===== src/rtl/spi_crc_guard.sv =====
module spi_crc_guard #(
  parameter int W  = 24,
  parameter int NW = 4
) (
  input  logic          clk,
  input  logic          rst_n,
  input  logic          cs_n,
  input  logic          poly_sel,
  input  logic          in_valid,
  input  logic [W-1:0]  in_word,
  input  logic          cmd_is_write,
  input  logic [NW-1:0] wr_words,
  input  logic          out_valid,
  input  logic [W-1:0]  out_word,
  output logic          exec_en,
  output logic          crc_fault,
  output logic [W-1:0]  tx_crc_word
);
  localparam logic [15:0] SEED   = 16'hFFFF;
  localparam logic [15:0] POLY_A = 16'h1021;
  localparam logic [15:0] POLY_B = 16'h8005;
  localparam int          PAD    = W - 16;

  typedef enum logic [2:0] {PH_CMD, PH_CCRC, PH_DATA, PH_DCRC, PH_DONE} phase_t;

  phase_t        phase;
  logic          cs_q, err_q, wr_q;
  logic [15:0]   in_crc, out_crc, poly_q;
  logic [NW-1:0] left;

  function automatic logic [15:0] crc_step(input logic [15:0] c, input logic [W-1:0] d,
                                           input logic [15:0] p);
    logic [15:0] r;
    r = c;
    for (int i = W - 1; i >= 0; i--)
      r = {r[14:0], 1'b0} ^ ((r[15] ^ d[i]) ? p : 16'h0000);
    return r;
  endfunction

  wire [15:0] poly_now  = cs_q ? (poly_sel ? POLY_B : POLY_A) : poly_q;
  wire        crc_match = (in_word[W-1 -: 16] == in_crc);
  wire        frame_end = cs_n & ~cs_q;

  assign tx_crc_word = W'(out_crc) << PAD;

  always_ff @(posedge clk or negedge rst_n) begin
    if (!rst_n) begin
      cs_q      <= 1'b1;
      err_q     <= 1'b0;
      wr_q      <= 1'b0;
      in_crc    <= SEED;
      out_crc   <= SEED;
      poly_q    <= POLY_A;
      left      <= '0;
      phase     <= PH_CMD;
      exec_en   <= 1'b0;
      crc_fault <= 1'b0;
    end else begin
      cs_q    <= cs_n;
      exec_en <= 1'b0;
      if (cs_n) begin
        in_crc  <= SEED;
        out_crc <= SEED;
        phase   <= PH_CMD;
        err_q   <= 1'b0;
        if (!cs_q) crc_fault <= err_q;
      end else begin
        if (cs_q) poly_q <= poly_now;
        if (out_valid) out_crc <= crc_step(out_crc, out_word, poly_now);
        if (in_valid) begin
          case (phase)
            PH_CMD: begin
              in_crc <= crc_step(in_crc, in_word, poly_now);
              wr_q   <= cmd_is_write;
              left   <= wr_words;
              phase  <= PH_CCRC;
            end
            PH_CCRC: begin
              in_crc <= SEED;
              if (!crc_match) err_q <= 1'b1;
              if (!wr_q) begin
                exec_en <= crc_match;
                phase   <= PH_DONE;
              end else begin
                phase <= (left == '0) ? PH_DCRC : PH_DATA;
              end
            end
            PH_DATA: begin
              in_crc <= crc_step(in_crc, in_word, poly_now);
              left   <= left - 1'b1;
              if (left == NW'(1)) phase <= PH_DCRC;
            end
            PH_DCRC: begin
              if (!crc_match) err_q <= 1'b1;
              exec_en <= crc_match & ~err_q;
              phase   <= PH_DONE;
            end
            default: ;
          endcase
        end
      end
    end
  end

  AST_EXEC_ONE_SHOT: assert property (@(posedge clk) disable iff (!rst_n)
    exec_en |=> !exec_en);
  AST_EXEC_CLEAN: assert property (@(posedge clk) disable iff (!rst_n)
    exec_en |-> !err_q);
  AST_EXEC_IN_FRAME: assert property (@(posedge clk) disable iff (!rst_n)
    exec_en |-> !cs_q);
  AST_FAULT_AT_END: assert property (@(posedge clk) disable iff (!rst_n)
    !frame_end |=> $stable(crc_fault));
  AST_SEED_IDLE: assert property (@(posedge clk) disable iff (!rst_n)
    cs_n |=> (tx_crc_word[W-1 -: 16] == SEED && in_crc == SEED));
  AST_POLY_HELD: assert property (@(posedge clk) disable iff (!rst_n)
    (!cs_n && !cs_q) |=> $stable(poly_q));
endmodule


===== config.mk =====
export PLATFORM = sky130hd
export DESIGN_NAME = spi_crc_guard
export DESIGN_NICKNAME = d
export VERILOG_FILES = /design/src/rtl/spi_crc_guard.sv
export SDC_FILE = /design/constraint.sdc
export NUM_CORES = 1
export LEC_CHECK = 0
export BUFFER_PORTS_ARGS = -buffer_cell sky130_fd_sc_hd__buf_2
export CORE_ASPECT_RATIO = 0.8
export CORE_UTILIZATION = 60
export CTS_CLUSTER_SIZE = 30
export DETAILED_ROUTE_END_ITERATION = 6
export PLACE_DENSITY = 0.78
export SLEW_MARGIN = 20
export SYNTH_ARGS = -nofsm -noshare
export SYNTH_HDL_FRONTEND = slang
export SYNTH_SLANG_ARGS = --single-unit

===== constraint.sdc =====
create_clock -name clk -period 16 [get_ports clk]
set_input_delay 0.8 -clock clk [delete_from_list [all_inputs] [get_ports clk]]
set_output_delay 0.8 -clock clk [all_outputs]
set_load 0.02 [all_outputs]

Yosys cells after proc, flatten, opt, wreduce, memory -nomap -nowiden
Index checks and enable logic that the tools add are counted.

Output and inout bits: 26. Input bits: 59. Logic and storage cells: 205. Flip-flop bits (word level): 60.

Bitwise logic cells: 100. Reduce and logical (&&, ||, !) cells: 17. $add $sub $neg: 1. Mux-type cells: 70. Equal/unequal tests: 7.

Operators by type and width (count): two-way mux 16 bit (54); XOR 16 bit (48); XOR 1 bit (48); one-hot mux 16 bit (2 select lines) (1); == test 16 bit (1); two-way mux 3 bit (4); one-hot mux 3 bit (4 select lines) (1); AND reduction 3 bit (4); two-way mux 1 bit (8); one-hot mux 4 bit (2 select lines) (1); nonzero test 2 bit (4); == test 3 x 2 -> 1 bit, second input constant (2); AND reduction 2 bit (3); nonzero test 5 bit (1); == test 4 x 1 -> 1 bit, second input constant (1); logical NOT 4 bit (1); OR reduction 2 bit (2); subtractor 4 x 1 -> 4 bit, second input constant (1); == test 3 x 1 -> 1 bit, second input constant (1); logical NOT 3 bit (1); != test 3 bit, second input constant (1); NOT 1 bit (3); nonzero test 3 bit (1); != test 2 bit, second input constant (1); other kinds (2) (2).

Logic depth before layout (Yosys ltp)
Depth in word-level cells: 76. Mapped depth: 44. Gate-level depth less buffers: 33.

Worst setup path before layout
No wires, ideal clock.

Kind: input port to flip-flop. Start point: in out_word[23]. End point: reg out_crc[12]. Data required time: 15.917 ns. Path slack: 6.094 ns. Setup time: 0.083 ns. Arrival: 9.822 ns. Cell stages on the path: 39. Buffers on the path: 6. Path through: xnor2_2 buf_2 nor3_1 o21ai_0 o311ai_2 xor2_1 mux2_2 xnor2_2 a211o_1 a211oi_2 a211oi_1 or2_4 a311o_1 xnor2_4 nor3b_1 a221o_1 o21a_1 buf_2 (+3 left out) o2111a_1 or3_1 buf_4 and2_1 buf_6 xnor2_1 mux2i_1 xnor3_2 a21o_4 buf_6 o2111ai_1 and4_4 nand3_1 a2111oi_4 nor2_2 buf_6 a211o_1 o311a_1.

Cells in the longest elaborated chain, start to end: 74.

Ends and longest elaborated chain: from (decl) (line 14) `input logic [W-1:0] out_word,`; XOR 1 bit * (line 36) `r = {r[14:0], 1'b0} ^ ((r[15] ^ d[i]) ? p : 16'h0000);`; two-way mux 16 bit * (line 36); XOR 16 bit * (line 36); XOR 1 bit (line 36); two-way mux 16 bit (line 36); XOR 16 bit * (line 36); XOR 1 bit (line 36); two-way mux 16 bit (line 36); (+58 left out); XOR 1 bit (line 36); two-way mux 16 bit (line 36); XOR 16 bit * (line 36); XOR 1 bit (line 36); two-way mux 16 bit (line 36); XOR 16 bit * (line 36); two-way mux 16 bit * (line 69) `if (out_valid) out_crc <= crc_step(out_crc, out_word, poly_now);`; two-way mux 16 bit * (line 61) `if (cs_n) begin`; to (signal assigned) (line 69); to (decl) (line 28) `logic [15:0] in_crc, out_crc, poly_q;`.

Mark *: on every way between the ends. The rest lies on a longest branch, timed or not. The select of a mux whose other input is x is not followed. A chain may end at the register's enable or synchronous reset.

Final worst setup path
Start point: reg cs_q. End point: reg out_crc[9].

Cells in the longest elaborated chain, start to end: 74.

Ends and longest elaborated chain: from (decl) (line 27) `logic cs_q, err_q, wr_q;`; from (signal assigned) (line 59) `cs_q <= cs_n;`; two-way mux 16 bit * (line 40) `wire [15:0] poly_now = cs_q ? (poly_sel ? POLY_B : POLY_A) : poly_q;`; two-way mux 16 bit (line 36); XOR 16 bit (line 36); XOR 1 bit (line 36); two-way mux 16 bit (line 36); XOR 16 bit (line 36); XOR 1 bit (line 36); two-way mux 16 bit (line 36); (+58 left out); XOR 1 bit (line 36); two-way mux 16 bit (line 36); XOR 16 bit (line 36); XOR 1 bit (line 36); two-way mux 16 bit (line 36); XOR 16 bit * (line 36); two-way mux 16 bit * (line 69); two-way mux 16 bit * (line 61).

Marks and branches as above.

==> impl_metrics.csv <==
group,metric,value,unit
timing,fmax,73.2,MHz
detailed_routing,ant_nets,0,
critical_path,slowest_delay,1.17,ns
timing,rsz0062_at_grt,"no",
yosys,synth_cell_types,114,
place,dpl.hpwl,45800,um
timing,finalMaxSlewViolations,0,
yosys,synth_edf_count,0,
detailed_routing,routedWlPerCell,24.2,um
global_route,grt_max_degree,63,
global_route,antenna_found_initial,4,
yosys,yosys.area.top_type_share,0.269,
detailed_routing,drtIter0Drc,2334,
timing,period_share,0.854,
clocking,ctsResizeCount,0,
detailed_routing,drc,40,
detailed_routing,vias,18757,
detailed_routing,first_pass_iters,7,
timing,slew_headroom,0.216,
critical_path,cp_max_fo,43,
hold_path,hold_class,"flop to flop",
global_route,gr-total-overflow,0,
detailed_routing,wl,67500,um
critical_path,worstSetupPathType,"flop to flop",
critical_path,cp.required,16.27,ns
place,gp_congestion,1.03,
critical_path,cp-start-kind,"flop",
place,placed_cells,2776,
yosys,yosysTopAreaCell,"xnor2_1",
floorplanning,die_area,30000,um^2
clocking,cts-htree-levels,3,
layout,fillers,2529,
layout,area.sequential,1550,um^2
floorplanning,start_util,0.616,
timing,tightest_slew,1.17,ns
yosys,synth_warnings,0,
global_route,grt_pass1_wl,103000,um
yosys,syn_area_per_cell,7.06,um^2
layout,final_cells,2794,
yosys,synth_top_flop_cell,"dfstp_2",
clocking,cts_sinks,60,
flow_run,cap_violations,0,
clocking,cts_buffer_depth,2,
run_status,violations,"DRC",
layout,final_nets,2479,
place,numPortBuffers,76,
yosys,ys_ff_latch,60,
critical_path,endpoint_kind,"flop",
timing,tns,0,ns
timing,finalSetupViolCount,0,
global_route,grt_pass1_vias,17714,
floorplanning,die_w,193,um
clocking,clkTransAtPathRegs,0.06,ns
yosys,synthArstFlopShare,1.00,
layout,fin_area,18300,um^2
timing,fin_crit,13.66,ns
detailed_routing,viasPerCell,6.71,
floorplanning,die_height,155,um
yosys,synth_cells,2486,
timing,skew,0.0106,ns
yosys,yosysSeqAreaShare,0.0881,
yosys,ys_top_cells_by_area,"xnor2_1 27%, nor2_1 9.7%, xnor3_1 5.6%",
floorplanning,ioPinCount,85,
yosys,syn_area,17600,um^2
floorplanning,rows,55,
critical_path,critical_path_arrival,13.93,ns
clocking,postCtsSetupBuffers,0,
clocking,postCtsHoldBufs,0,
clocking,cts_made_buffers,9,
clocking,root_buffer,"clkbuf_16",
layout,multi_input_area,15200,um^2
floorplanning,core_area,28500,um^2
layout,areaGrowthSynthToFinish,4.29,%
global_route,track_usage,0.443,
clocking,clkLatencyLatePin,0.34,ns
run_status,run_status,"finished, violations left",
critical_path,cp_slowest_cell,"dfstp_2",
clocking,cts_tree,"yes",
layout,drive_above_1_share,0.117,
timing,hold_viol_final,0,
place,placed_area,18000,um^2
critical path: cells and delay by family (launching register included):
family	cells	cell delay [ns]
DFF	1	1.17
muxes	5	1.88
and+or+nand+nor	12	4.27
AOI/OAI and AO/OA	10	3.30
buffers and inverters	1	0.21
xor gates and xnor gates	6	2.68
path summary, 6_finish.rpt:
check	start	end	slack [ns]	cells after the start
worst max register to register	cs_q$_DFF_PN1_	out_crc[9]$_DFFE_PN1P_	2.34	34
min in group asynchronous	rst_n	wr_q$_DFFE_PN0P_	0.62	2
worst min-delay path	wr_q$_DFFE_PN0P_	wr_q$_DFFE_PN0P_	0.50	1
worst max-delay path	cs_q$_DFF_PN1_	out_crc[9]$_DFFE_PN1P_	2.34	34
max in group asynchronous	rst_n	poly_q[6]$_DFFE_PN0P_	14.85	2
worst min register to register	wr_q$_DFFE_PN0P_	wr_q$_DFFE_PN0P_	0.50	1
cell usage after synthesis (all sizes together) (7+ instances only):
| library cell | number |
|---|---|
| xnor3 | 46 |
| o22ai | 24 |
| buf | 61 |
| a22oi | 9 |
| clkbuf | 155 |
| o311a | 12 |
| a21oi | 106 |
| o21a | 11 |
| nor3 | 72 |
| and2 | 26 |
| a31oi | 16 |
| o31a | 8 |
| nor2b | 17 |
| nor2 | 456 |
| a32oi | 7 |
| dfrtp | 24 |
| xnor2 | 554 |
| and3 | 19 |
| o2111ai | 11 |
| nand2 | 259 |
| a211oi | 26 |
| a211o | 18 |
| or3 | 16 |
| a2111oi | 10 |
| nand3 | 47 |
| o221ai | 13 |
| nand2b | 18 |
| xor3 | 7 |
| o211a | 7 |
| nor4 | 15 |
| xor2 | 79 |
| a21o | 11 |
| dfstp | 36 |
| mux2i | 22 |
| nand4 | 27 |
| or2 | 14 |
| o211ai | 23 |
| o21ai | 105 |
registers in the layout, summed over array words and instances, names as in the netlist:
name and count:
left 4, in_crc 16, cs_q 1, exec_en 1, err_q 1, wr_q 1
out_crc 16, poly_q 16, crc_fault 1, phase 3
cell type report:
cell class                 count  area share
tap                          370      0.0253
clock buffer                  11      0.0127
clock inverter                 5     0.00205
antenna                        2    0.000273
sequential                    60      0.0844
inverter                       7     0.00143
timing repair buffer         129      0.0425
multi-input combinational   2210       0.831
cells in the final DEF, fill, tap and decap left out, types with 26 or more instances in the layout:
cell | netlist | layout
o21ai_0 | 93 | 93
a21oi_1 | 102 | 101
nor3_1 | 70 | 69
dfstp_2 | 36 | 36
nand3_1 | 45 | 45
xor2_1 | 78 | 78
nand4_1 | 26 | 26
xnor3_1 | 44 | 44
nor2_1 | 452 | 450
xnor2_1 | 540 | 538
buf_4 | 15 | 53
buf_2 | 20 | 76
and2_1 | 26 | 26
nand2_1 | 257 | 257
per-stage QoR:
stage	hold WS (ns)	util	setup WS, ns
floorplan	0.464	-	6.09
global placement	0.482	0.633	3.18
detailed placement	0.492	0.633	2.75
CTS	0.504	0.642	2.69
global route	0.524	0.643	1.54
finish	0.500	0.643	2.34
layer usage:
| metal | GRT usage | wire length, um | vias to the layer above |
|---|---|---|---|
| met4 | 0.242 | 4340 | 4 |
| met2 | 0.656 | 27500 | 1368 |
| li1 | - | - | 8314 |
| met1 | 0.565 | 25000 | 8711 |
| met5 | 0 | 27 | - |
| met3 | 0.152 | 10600 | 360 |
kinds of logic (layout without fill, tap and decap cells):
kind of cell / after synthesis / after routing / share of synthesized area
AO/OA/AOI/OAI: 476 / 476 / 0.191
buffers and inverters: 223 / 152 / 0.0537
multiplexers: 28 / 28 / 0.0168
XOR/XNOR: 686 / 686 / 0.392
flip-flops: 60 / 60 / 0.0881
AND/OR/NAND/NOR: 1009 / 1009 / 0.256
other: 1 / 10 / 0.000214
adder cells (fa/ha/maj): 3 / 3 / 0.00214
Power is left out: the tool's default activity adds up to more than one toggle a clock period on the data nets, which glitch-free logic cannot reach.
